[src/rtl/alu8_pkg.sv]
package alu8_pkg;
  localparam int DW  = 8;
  localparam int WW  = 16;
  localparam int OPW = 5;

  localparam int F_S = 7;
  localparam int F_Z = 6;
  localparam int F_H = 4;
  localparam int F_P = 2;
  localparam int F_C = 0;

  typedef enum logic [OPW-1:0] {
    OP_ADD  = 5'd0,
    OP_ADC  = 5'd1,
    OP_SUB  = 5'd2,
    OP_SBB  = 5'd3,
    OP_AND  = 5'd4,
    OP_XOR  = 5'd5,
    OP_OR   = 5'd6,
    OP_CMP  = 5'd7,
    OP_INC  = 5'd8,
    OP_DEC  = 5'd9,
    OP_RLC  = 5'd10,
    OP_RRC  = 5'd11,
    OP_RAL  = 5'd12,
    OP_RAR  = 5'd13,
    OP_DAA  = 5'd14,
    OP_CMA  = 5'd15,
    OP_STC  = 5'd16,
    OP_CMC  = 5'd17,
    OP_ADDW = 5'd18
  } alu_op_e;

  function automatic logic [7:0] pack_flags(input logic s, input logic z,
                                            input logic h, input logic p,
                                            input logic c);
    return {s, z, 1'b0, h, 1'b0, p, 1'b1, c};
  endfunction
endpackage

[src/rtl/alu8_adder.sv]
module alu8_adder #(
  parameter int DW = 8,
  localparam int HB = 4
) (
  input  logic [DW-1:0] a_i,
  input  logic [DW-1:0] b_i,
  input  logic          cin_i,
  input  logic          sub_i,
  output logic [DW-1:0] res_o,
  output logic          cout_o,
  output logic          half_o
);
  logic [DW:0] r_w;

  always_comb begin
    if (sub_i) r_w = {1'b0, a_i} - {1'b0, b_i} - {{DW{1'b0}}, cin_i};
    else       r_w = {1'b0, a_i} + {1'b0, b_i} + {{DW{1'b0}}, cin_i};
    res_o  = r_w[DW-1:0];
    cout_o = r_w[DW];
    half_o = a_i[HB] ^ b_i[HB] ^ r_w[HB];
  end

  always_comb begin
    if (!sub_i) begin
      p_half_nibble_r3: assert (half_o ==
        (({1'b0, a_i[HB-1:0]} + {1'b0, b_i[HB-1:0]} + {{HB{1'b0}}, cin_i}) > 5'd15));
    end else begin
      p_borrow_r4: assert (cout_o ==
        ({1'b0, a_i} < ({1'b0, b_i} + {{DW{1'b0}}, cin_i})));
    end
  end
endmodule

[src/rtl/alu8_rot.sv]
module alu8_rot #(
  parameter int DW = 8
) (
  input  logic [DW-1:0] a_i,
  input  logic          cin_i,
  input  logic [1:0]    sel_i,   // 0 rl circ, 1 rr circ, 2 rl thru c, 3 rr thru c
  output logic [DW-1:0] res_o,
  output logic          cout_o
);
  always_comb begin
    case (sel_i)
      2'd0: begin res_o = {a_i[DW-2:0], a_i[DW-1]}; cout_o = a_i[DW-1]; end
      2'd1: begin res_o = {a_i[0], a_i[DW-1:1]};    cout_o = a_i[0];    end
      2'd2: begin res_o = {a_i[DW-2:0], cin_i};     cout_o = a_i[DW-1]; end
      default: begin res_o = {cin_i, a_i[DW-1:1]};  cout_o = a_i[0];    end
    endcase
  end

  always_comb begin
    if (!sel_i[1]) begin
      p_circ_ones_r8: assert ($countones(res_o) == $countones(a_i));
    end else begin
      p_thru_ones_r8: assert (($countones(res_o) + int'(cout_o)) ==
                              ($countones(a_i) + int'(cin_i)));
    end
  end
endmodule

[src/rtl/alu8_daa.sv]
module alu8_daa #(
  parameter int DW = 8,
  localparam int NW = DW / 2
) (
  input  logic [DW-1:0] a_i,
  input  logic          h_i,
  input  logic          c_i,
  output logic [DW-1:0] corr_o,
  output logic          force_c_o
);
  logic [NW-1:0] lo_w, hi_w;
  logic          lo_big, hi_fix;

  always_comb begin
    lo_w   = a_i[NW-1:0];
    hi_w   = a_i[DW-1:NW];
    lo_big = lo_w > NW'(9);
    hi_fix = c_i || (hi_w > NW'(9)) || ((hi_w >= NW'(9)) && lo_big);
    corr_o = {(hi_fix ? NW'(6) : NW'(0)), ((h_i || lo_big) ? NW'(6) : NW'(0))};
    force_c_o = hi_fix;
  end

  always_comb begin
    p_corr_shape_r9: assert (corr_o[3] == 1'b0 && corr_o[0] == 1'b0 && corr_o[7] == 1'b0
                             && corr_o[2] == corr_o[1] && corr_o[6] == corr_o[5]);
    p_force_high_r9: assert (force_c_o == corr_o[6]);
  end
endmodule

[src/rtl/alu8_core.sv]
module alu8_core
  import alu8_pkg::*;
(
  input  logic [DW-1:0]  acc_i,
  input  logic [DW-1:0]  opd_i,
  input  logic [7:0]     flags_i,
  input  logic [OPW-1:0] op_i,
  input  logic [WW-1:0]  pair_a_i,
  input  logic [WW-1:0]  pair_b_i,
  output logic [DW-1:0]  result_o,
  output logic [7:0]     flags_o,
  output logic [WW-1:0]  pair_sum_o
);
  logic [DW-1:0] sum_w, dsum_w, rot_w, corr_w, szp_src;
  logic          sum_c, sum_h, dsum_c, dsum_h, rot_c, force_c;
  logic          use_cin, is_sub;
  logic [1:0]    rot_sel;
  logic [WW:0]   wsum_w;

  assign use_cin = (op_i == OP_ADC) || (op_i == OP_SBB);
  assign is_sub  = (op_i == OP_SUB) || (op_i == OP_SBB) || (op_i == OP_CMP);
  assign rot_sel = 2'(op_i - OP_RLC);
  assign wsum_w  = {1'b0, pair_a_i} + {1'b0, pair_b_i};
  assign pair_sum_o = wsum_w[WW-1:0];

  alu8_adder #(.DW(DW)) u_main (
    .a_i(acc_i), .b_i(opd_i), .cin_i(use_cin & flags_i[F_C]), .sub_i(is_sub),
    .res_o(sum_w), .cout_o(sum_c), .half_o(sum_h));

  alu8_daa #(.DW(DW)) u_daa (
    .a_i(acc_i), .h_i(flags_i[F_H]), .c_i(flags_i[F_C]),
    .corr_o(corr_w), .force_c_o(force_c));

  alu8_adder #(.DW(DW)) u_adj (
    .a_i(acc_i), .b_i(corr_w), .cin_i(1'b0), .sub_i(1'b0),
    .res_o(dsum_w), .cout_o(dsum_c), .half_o(dsum_h));

  alu8_rot #(.DW(DW)) u_rot (
    .a_i(acc_i), .cin_i(flags_i[F_C]), .sel_i(rot_sel),
    .res_o(rot_w), .cout_o(rot_c));

  logic s_n, z_n, h_n, p_n, c_n, upd;
  logic [DW-1:0] res_n;
  logic          unused_dc;
  assign unused_dc = dsum_c;

  always_comb begin
    res_n   = acc_i;
    s_n     = flags_i[F_S];
    z_n     = flags_i[F_Z];
    h_n     = flags_i[F_H];
    p_n     = flags_i[F_P];
    c_n     = flags_i[F_C];
    upd     = 1'b0;
    szp_src = '0;
    case (op_i)
      OP_ADD, OP_ADC, OP_SUB, OP_SBB: begin
        res_n = sum_w; h_n = sum_h; c_n = sum_c; upd = 1'b1; szp_src = sum_w;
      end
      OP_CMP: begin
        h_n = sum_h; c_n = sum_c; upd = 1'b1; szp_src = sum_w;
      end
      OP_AND: begin
        res_n = acc_i & opd_i; h_n = acc_i[3] | opd_i[3]; c_n = 1'b0;
        upd = 1'b1; szp_src = acc_i & opd_i;
      end
      OP_XOR: begin
        res_n = acc_i ^ opd_i; h_n = 1'b0; c_n = 1'b0; upd = 1'b1; szp_src = acc_i ^ opd_i;
      end
      OP_OR: begin
        res_n = acc_i | opd_i; h_n = 1'b0; c_n = 1'b0; upd = 1'b1; szp_src = acc_i | opd_i;
      end
      OP_INC: begin
        res_n = opd_i + DW'(1); h_n = (res_n[3:0] == 4'h0); upd = 1'b1; szp_src = res_n;
      end
      OP_DEC: begin
        res_n = opd_i - DW'(1); h_n = (res_n[3:0] != 4'hF); upd = 1'b1; szp_src = res_n;
      end
      OP_RLC, OP_RRC, OP_RAL, OP_RAR: begin
        res_n = rot_w; c_n = rot_c;
      end
      OP_DAA: begin
        res_n = dsum_w; h_n = dsum_h; c_n = flags_i[F_C] | force_c;
        upd = 1'b1; szp_src = dsum_w;
      end
      OP_CMA:  res_n = ~acc_i;
      OP_STC:  c_n = 1'b1;
      OP_CMC:  c_n = ~flags_i[F_C];
      OP_ADDW: c_n = wsum_w[WW];
      default: ;
    endcase
    if (upd) begin
      s_n = szp_src[DW-1];
      z_n = (szp_src == '0);
      p_n = ~^szp_src;
    end
    result_o = res_n;
    flags_o  = pack_flags(s_n, z_n, h_n, p_n, c_n);
  end

  always_comb begin
    p_fixed_bits_r1: assert (flags_o[5] == 1'b0 && flags_o[3] == 1'b0 && flags_o[1] == 1'b1);
    if (op_i >= OP_RLC && op_i <= OP_RAR) begin
      p_rot_keep_r8: assert (flags_o[7:1] ==
        {flags_i[7:6], 1'b0, flags_i[4], 1'b0, flags_i[2], 1'b1});
    end
    if (op_i == OP_INC || op_i == OP_DEC) begin
      p_incdec_carry_r7: assert (flags_o[0] == flags_i[0]);
    end
    if (op_i == OP_CMP) begin
      p_cmp_keeps_acc_r5: assert (result_o == acc_i);
    end
    if (op_i == OP_CMA) begin
      p_cma_invert_r10: assert ((result_o ^ acc_i) == '1);
    end
  end
endmodule

[config.mk]
export PLATFORM = sky130hd
export DESIGN_NAME = alu8_core
export DESIGN_NICKNAME = d
export VERILOG_FILES = /design/src/rtl/alu8_pkg.sv /design/src/rtl/alu8_adder.sv /design/src/rtl/alu8_rot.sv /design/src/rtl/alu8_daa.sv /design/src/rtl/alu8_core.sv
export SDC_FILE = /design/constraint.sdc
export NUM_CORES = 1
export LEC_CHECK = 0
export BUFFER_PORTS_ARGS = -buffer_cell sky130_fd_sc_hd__buf_2
export CAP_MARGIN = 10
export CELL_PAD_IN_SITES_DETAIL_PLACEMENT = 1
export CELL_PAD_IN_SITES_GLOBAL_PLACEMENT = 1
export CORE_MARGIN = 5
export CORE_UTILIZATION = 43
export DETAILED_ROUTE_END_ITERATION = 12
export GPL_ROUTABILITY_DRIVEN = 0
export GPL_TIMING_DRIVEN = 0
export PLACE_DENSITY = 0.95
export SLEW_MARGIN = 40
export SYNTH_ARGS = -nofsm -noshare
export SYNTH_HDL_FRONTEND = slang
export SYNTH_SLANG_ARGS = --single-unit
[constraint.sdc]
create_clock -name vclk -period 10.95
set_input_delay 1.6425 -clock vclk [all_inputs]
set_output_delay 1.6425 -clock vclk [all_outputs]
set_load 0.02 [all_outputs]
; Word level (Yosys, flattened, before mapping)
; Cells that the tools add are included.
[word_totals]
reg_bits = 0
input_bits = 61
out_inout_bits = 32
elab_cells = 77
[op_classes]
addsub = 9
n_lt_le_gt_ge = 3
eq_ne = 21
mux = 13
bitwise = 12
reduce_logical = 19
[op_table]
columns = cell, count
row1 = one-hot mux 8 bit (9 select lines), 1
row2 = one-hot mux 8 bit (7 select lines), 1
row3 = == test 5 x 4 -> 1 bit (second input constant), 8
row4 = one-hot mux 8 bit (3 select lines), 1
row5 = == test 5 x 3 -> 1 bit (second input constant), 4
row6 = adder 16 x 16 -> 17 bit, 1
row7 = == test 5 bit (second input constant), 3
row8 = OR reduction 11 bit, 1
row9 = == test 5 x 2 -> 1 bit (second input constant), 2
row10 = adder 8 x 8 -> 9 bit, 1
row11 = adder 9 x 1 -> 9 bit, 1
row12 = two-way mux 9 bit, 1
row13 = subtractor 8 x 8 -> 9 bit, 1
row14 = subtractor 9 x 1 -> 9 bit, 1
row15 = adder 8 x 1 -> 8 bit (second input constant), 1
row16 = adder 8 x 7 -> 8 bit, 1
row17 = AND 8 bit, 1
row18 = greater-than comparator 4 bit (second input constant), 2
row19 = zero test 8 bit, 1
row20 = NOT 8 bit, 1
row21 = OR 8 bit, 1
row22 = OR reduction 4 bit, 2
row23 = XNOR reduction 8 bit, 1
row24 = subtractor 8 x 1 -> 8 bit (second input constant), 1
row25 = 23 further kinds, 38

; Logic depth before layout (Yosys ltp)
; Gate-level depths: netlist of the first run.
[logic_depth]
word_depth = 8
depth_mapped = 19
depth_no_buf = 16

; By module
; From an unflattened synthesis of the first run, not the netlist that was laid out.
[unflattened]
hier_cells = 661
area_unflattened_um2 = 4692.0
[by_module_without_submodules]
columns = module, instances, cells_per_inst, area_per_inst_um2, seq_area_each_um2
row1 = alu8_core, 1, 382, 2593.7, 0.0
row2 = alu8_adder at u_main, 1, 126, 934.6, 0.0
row3 = alu8_adder at u_adj, 1, 125, 925.9, 0.0
row4 = alu8_rot, 1, 14, 150.1, 0.0
row5 = alu8_daa, 1, 14, 87.6, 0.0

; Least setup slack after synthesis of the first run
; OpenSTA, ideal clock, no wires.
[synth_path]
path_kind = input to output
startpoint = input port op_i[0]
endpoint = output port flags_o[2]
arrival_ns = 4.821
setup_slack_ns = 4.487
path_stages = 18
path_buffers = 4
cell_sequence = clkbuf_8 buf_2 buf_2 nand3_1 inv_1 fa_1 ha_1 o21ai_0 a32oi_1 a31oi_1 xnor2_1 nand2_1 and3_1 ha_1 xor2_1 xnor2_1 o21ai_0 buf_4
[synth_between]
elab_chain_cells = 8
word_cells_on_any_way = 24
[synth_lines]
columns = item, line_no
row1 = start: declaration, alu8_core.sv:7  ; input logic [OPW-1:0] op_i,
row2 = == test 5 x 1 -> 1 bit / == test 5 x 2 -> 1 bit (equally long branches), "alu8_core.sv:20, alu8_core.sv:56, alu8_core.sv:21"
row3 = logical OR 1 bit, alu8_core.sv:20  ; assign use_cin = (op_i == OP_ADC) || (op_i == OP_SBB);
row4 = AND 1 bit, alu8_core.sv:27  ; .a_i(acc_i), .b_i(opd_i), .cin_i(use_cin & flags_i[F_C]), .sub_i(is_sub),
row5 = adder 9 x 1 -> 9 bit / subtractor 9 x 1 -> 9 bit (equally long branches), "alu8_adder.sv:17, alu8_adder.sv:16"
row6 = two-way mux 9 bit, alu8_adder.sv:16  ; if (sub_i) r_w = {1'b0, a_i} - {1'b0, b_i} - {{DW{1'b0}}, cin_i};
row7 = one-hot mux 8 bit (7 select lines), alu8_core.sv:56  ; case (op_i)
row8 = XNOR reduction 8 bit, alu8_core.sv:95  ; p_n = ~^szp_src;
row9 = two-way mux 1 bit *, alu8_core.sv:92  ; if (upd) begin
row10 = end: declaration, alu8_core.sv:11  ; output logic [7:0] flags_o,
; Mark *: on every way between the ends. The rest lies on a longest branch, timed or not.

; Worst setup path in the final report of the first run
; Ends and elaborated chain as after synthesis.

==> metrics.md, run 1 <==
| Metric | Value |
|---|---|
| Status | completed |
| Post-CTS sizing | 0 |
| Fin nets | between 600 and 700 |
| Max-Cap Viols | 0 |
| Max incr delay on CP | about 460 ps |
| Post-synthesis cell area | around 0.0034 mm² |
| Crit path time final | 7710 ps |
| Syn-to-layout area delta | 16.6% |
| Register cell area after layout | 0 µm² |
| Drc violations | 0 |
| CP dominant cell by count | buf_2 |
| Overall routing resource usage | between 20% and 30% |
| Top-count cell post-synth | ha_1 |
| Die W | around 99 µm |
| First-pass GRT wire length | roughly 21 mm |
| Most area-consuming cells after synthesis | ha_1 21%, xnor2_1 6.7%, mux2i_1 4.7% |
| Synthesized area per cell | 7.25 µm² |
| Initial Util | around 44% |
| Post-CTS Setup Bufs | 0 |
| Leak pwr | between 1.5 and 2 nW |
| Highest clock rate | ~130 MHz |
| # fillers | ~1,000 |
| Synth Instances | ~470 |
| Worst Setup SP | op_i[0] |
| Dpl hpwl | about 11 mm |
| DR vias | 4,174 |
| Final Max Slew Viols | 0 |
| Placed inst area | approximately 0.0040 mm² |
| Worst hold path type | in -> out |
| Crit share post-route | a little over two thirds |
| IO buf count | between 80 and 90 |
| Crit path max fanout | 10 |
| IO Pins | between 90 and 100 |
| CTS hold repair buffers | 0 |
| Fin util | between 50% and 60% |
| Critical Path, Cell by Cell | buf_2 > clkbuf_8 > buf_2 > buf_2 > nand3_1 > inv_1 > fa_1 > ha_1 > o21ai_0 > a32oi_1 > a31oi_1 > xnor2_1 > nand2_1 > and3_1 > ha_1 > xor2_1 > xnor2_1 > o21ai_0 > buf_4 > buf_2 |
| Die area | about 0.0098 mm² |
| Library cells used by synthesis | 73 |
| Slew HR | between 40% and 50% |
| Share of layout cells above drive strength 1 | 21.8% |
| CP Capture Type | primary output |
| Multi-input logic area | 0.00310 mm² |
| CP Launch Type | input pin |
| Least-Margin Pin Slew | 747 ps |
| Hold path startpoint | pair_b_i[0] |
| Wire length per cell | 19.8 µm |
| Worst Path Required | approximately 9300 ps |
| Sequential share of the synthesized area | 0% |
| Post-route cell area | 0.00399 mm² |
| Top cell type's share of synthesized area | approximately a fifth |
| Core Region | just under 0.008 mm² |
| Post-route setup TNS | 0 ps |
| Diode count | 0 |
| Drt first pass iters | 7 |
| Vias in the first global route | between 4,000 and 5,000 |
| Critical path class | in -> out |
| Initial antenna violation count | 0 |
| FF+latch count | 0 |
| Yosys top cell by area | ha_1 |
| Final setup fails | 0 |
| Max VDD drop | between 20 and 30 µV |
| RSZ-0062 raised after global routing | false |
| Final Hold Fails | 0 |
| Die Y | 99.2 µm |
| PwrDens | between 60 and 70 mW/mm² |
| Critical path arrival | between 6000 and 7000 ps |
| Grt ovf | 0 |
| Pin count of the biggest net entering global routing | 11 |
| ANT nets after route | 0 |
| Commonest cells in the netlist | 57 x ha_1, 42 x nand2_1, 36 x inv_1, 29 x nor2_1, 26 x xnor2_1 |
| Ys Warns | 0 |
| Final wirelength | about 13 mm |
| Clock buf count | 0 |
| DR iter-0 viols | around 250 |
| Via/cell ratio | around 6.3 |
| Slowest cell on the critical path | fa_1 |
| FP Rows | 32 |
==> cell type report <==
cell class / instances / share of cell area [%]
tap: 102 / 3.20
inverter: 36 / 3.39
buffer: 30 / 4.83
timing repair buffer: 87 / 10.9
multi-input combinational: 407 / 77.7
==> layer usage <==
| layer | track usage (%) | routed length, µm | vias up |
|---|---|---|---|
| met5 | 0 | 0 | - |
| met4 | 9.35 | 420 | 0 |
| met3 | 2.73 | 885 | 41 |
| met2 | 44.1 | 6360 | 200 |
| met1 | 31.6 | 5430 | 2028 |
| li1 | - | - | 1905 |
==> through the flow <==
step,instances,power [mW],hold WS (ps),worst slack [ps]
after floorplan,473,0.169,3480,4490
after global placement,662,0.235,3610,3440
after detailed placement,662,0.245,3620,3320
after CTS,662,0.247,3620,3300
after global routing,662,0.270,3630,3080
final,662,0.250,3620,3240
==> critical path, delay by kind of cell <==
| kind | cells | cell delay (ps) |
|---|---|---|
| fa+ha+maj | 3 | 940 |
| simple gates | 3 | 490 |
| buf+inv | 7 | 1460 |
| compound gates | 4 | 1050 |
| xor+xnor | 3 | 480 |
==> cell families after synthesis <==
kind of cell,Yosys count,share of synthesized area [%]
AOI/OAI and AO/OA,154,31.5
xor gates and xnor gates,36,9.22
adders and majority gates,63,24.4
buffers and inverters,66,9.58
muxes,17,5.01
other,2,0.220
and+or+nand+nor,134,20.1
==> worst paths after layout <==
check                 cells past startpoint       endpoint  slack (ps)
worst min-delay path                      3  pair_sum_o[0]        3620
worst max-delay path                     20     flags_o[2]        3240
==> cells in the final DEF (no fill, tap or decap), types with 3 or more instances in the layout <==
master,netlist,layout
o21a_1,12,12
inv_1,36,36
mux2i_1,16,16
nor3_1,10,10
a41oi_1,4,4
clkbuf_1,11,11
fa_1,6,6
nand3_1,7,7
buf_4,8,8
and3_1,6,6
o211ai_1,7,7
buf_6,4,4
nand2_1,42,42
o21bai_1,3,3
or2_2,4,4
a21oi_1,23,23
a211oi_1,5,5
buf_2,5,92
nor2b_1,8,8
a21boi_0,3,3
a21o_1,10,10
o22ai_1,12,12
conb_1,2,3
a32oi_1,3,3
nand4_1,3,3
a31oi_1,11,11
nor2_1,29,29
ha_1,57,57
o21ai_0,25,25
xnor2_1,26,26
xor2_1,10,10
o221ai_1,9,9
and2_1,3,3
nand3b_1,4,4
==> where the power goes <==
part	internal (mW)	leakage (nW)	switching, mW
sequential	0	0	0
clock	0	0	0
combinational	0.0997	1.91	0.150
total	0.0997	1.91	0.150
Power figures use the tool's default switching activity.
==> run 2: changes to the inputs <==
Settings changed: CORE_UTILIZATION 43 to 40.
Clock period 10.95 ns to 7.6 ns, I/O delays scaled along.
==> metrics.md, run 2 (same netlist as run 1, synthesis figures left out) <==
| Metric | Value |
|---|---|
| Status | completed (unchanged) |
| RSZ-0062 raised after global routing | false (unchanged) |
| Hold path startpoint | pair_b_i[0] (unchanged) |
| Post-CTS sizing | 0 (unchanged) |
| CP dominant cell by count | buf_2 (unchanged) |
| Final setup fails | 0 (unchanged) |
| Dpl hpwl | 11.2 mm (was 10.8 mm) |
| Post-route cell area | 0.00399 mm² (about the same) |
| Drc violations | 0 (unchanged) |
| Share of layout cells above drive strength 1 | 21.8% (unchanged) |
| Vias in the first global route | 4,230 (was 4,327) |
| Final Hold Fails | 0 (unchanged) |
| Placed inst area | 0.00399 mm² (about the same) |
| Commonest non-fill, non-tap cell in the layout | buf_2 (unchanged) |
| IO Pins | 93 (unchanged) |
| CTS hold repair buffers | 0 (unchanged) |
| Register cell area after layout | 0 µm² (unchanged) |
| Final wirelength | 13.3 mm (was 13.1 mm) |
| Crit share post-route | 87.2% |
| CP Capture Type | primary output (unchanged) |
| Wire length per cell | 20.0 µm (was 19.8 µm) |
| Commonest non-fill, non-tap cells in the layout | 92 x buf_2, 57 x ha_1, 42 x nand2_1 (unchanged) |
| Via/cell ratio | 6.29 (was 6.31) |
| Critical Path, Cell by Cell | buf_2 > clkbuf_8 > buf_2 > buf_2 > nand3_1 > inv_1 > fa_1 > ha_1 > o21ai_0 > a32oi_1 > a31oi_1 > xnor2_1 > nand2_1 > and3_1 > ha_1 > xor2_1 > xnor2_1 > o21ai_0 > buf_4 > buf_2 (unchanged) |
| Crit path max fanout | 10 (unchanged) |
| Max-Cap Viols | 0 (unchanged) |
| Slowest cell on the critical path | fa_1 (unchanged) |
| DR iter-0 viols | 300 (was 254) |
| Post-CTS Setup Bufs | 0 (unchanged) |
| Max incr delay on CP | 450 ps (was 460 ps) |
| Core Region | 0.00826 mm² (was 0.00773 mm²) |
| Drt first pass iters | 6 (was 7) |
| IO buf count | 87 (unchanged) |
| Die W | 102 µm (was 99.2 µm) |
| FF+latch count | 0 (unchanged) |
| Slew HR | 49.3% (was 49.9%) |
| Fin nets | 686 (unchanged) |
| Syn-to-layout area delta | 16.7% (was 16.6%) |
| DR vias | 4,184 (was 4,174) |
| Hold Path Depth | 3 (unchanged) |
| ANT nets after route | 0 (unchanged) |
| Finished Layout Cells | 665 (was 662) |
| Initial Util | 41.4% (was 44.3%) |
| Critical path arrival | 5490 ps (was 6060 ps) |
| FP Rows | 33 (was 32) |
| Worst hold path type | in -> out (unchanged) |
| Leak pwr | 1.91 nW (unchanged) |
| Overall routing resource usage | 24.2% (was 25.2%) |
| Max VDD drop | 37.4 µV (was 29.4 µV) |
| Initial antenna violation count | 0 (unchanged) |
| Highest clock rate | about 150 MHz |
| Diode count | 0 (unchanged) |
| First-pass GRT wire length | 20.6 mm (was 20.7 mm) |
| Post-route setup TNS | 0 ps (unchanged) |
| Final Max Slew Viols | 0 (unchanged) |
| Grt ovf | 0 (unchanged) |
| Worst Path Required | 6460 ps (was 9310 ps) |
| CP Launch Type | input pin (unchanged) |
| Clock buf count | 0 (unchanged) |
| Die area | 0.0105 mm² (was 0.00984 mm²) |
| Hold Path Sink | pair_sum_o[0] (unchanged) |
| PwrDens | 90.6 mW/mm² (was 62.7 mW/mm²) |
| Least-Margin Pin Slew | 756 ps (was 747 ps) |
| Critical path class | in -> out (unchanged) |
| Pin count of the biggest net entering global routing | 11 (unchanged) |
| Crit path time final | 6630 ps |
| Die Y | 102 µm (was 99.2 µm) |
| Dpl cells | 665 (was 662) |
==> run 2: cell counts in the layout (fill, tap and decap cells not counted) <==
No cell type changed its count.
==> run 2: stage by stage <==
| step | power (mW) | util (%) | hold WS (ps) | setup slack, ps |
|---|---|---|---|---|
| after floorplan | 0.244 | - | 2480 | 2140 |
| after global placement | 0.338 | 48.3 | 2610 | 1150 |
| after detailed placement | 0.356 | 48.3 | 2610 | 1040 |
| after CTS | 0.358 | 48.3 | 2620 | 1020 |
| after global routing | 0.391 | 48.3 | 2640 | 680 |
| final | 0.362 | 48.3 | 2620 | 972 |
==> run 2: how the worst max path moves through the flow <==
stage / slack [ps] / end / cells after the start / from
6_report: 970 / flags_o[2] / 20 / op_i[0]
5_1_grt: 680 / flags_o[2] / 20 / op_i[4]
4_1_cts: 1020 / flags_o[2] / 20 / op_i[0]
3_5_place_dp: 1040 / flags_o[2] / 20 / op_i[0]
3_3_place_gp: 1150 / flags_o[2] / 19 / op_i[2]
2_1_floorplan: 2140 / flags_o[2] / 18 / op_i[0]
==> run 2: critical path, delay by kind of cell <==
| kind | cells | cell delay (ps) |
|---|---|---|
| AOI/OAI and AO/OA | 4 | 1000 |
| and+or+nand+nor | 3 | 480 |
| adders and majority gates | 3 | 930 |
| xor gates and xnor gates | 3 | 480 |
| buffers and inverters | 7 | 1440 |
==> run 2: power breakdown <==
part           leakage, nW  internal, mW  switching (mW)
Sequential               0             0               0
Clock                    0             0               0
Combinational         1.91         0.143           0.218
==> run 2: layout make-up <==
cell class,count,area [µm²]
Buffer,30,193
Tap cell,105,131
Multi-Input combinational cell,407,3100
Fill cell,1133,4270
Inverter,36,135
Timing Repair Buffer,87,435
==> run 2: layer usage <==
| layer | wire length, µm | up-vias | track usage [%] |
|---|---|---|---|
| met4 | 619 | 0 | 10.7 |
| met3 | 889 | 50 | 1.71 |
| met2 | 6470 | 210 | 41.8 |
| met5 | 0 | - | 0 |
| met1 | 5350 | 2014 | 30.6 |
| li1 | - | 1910 | - |
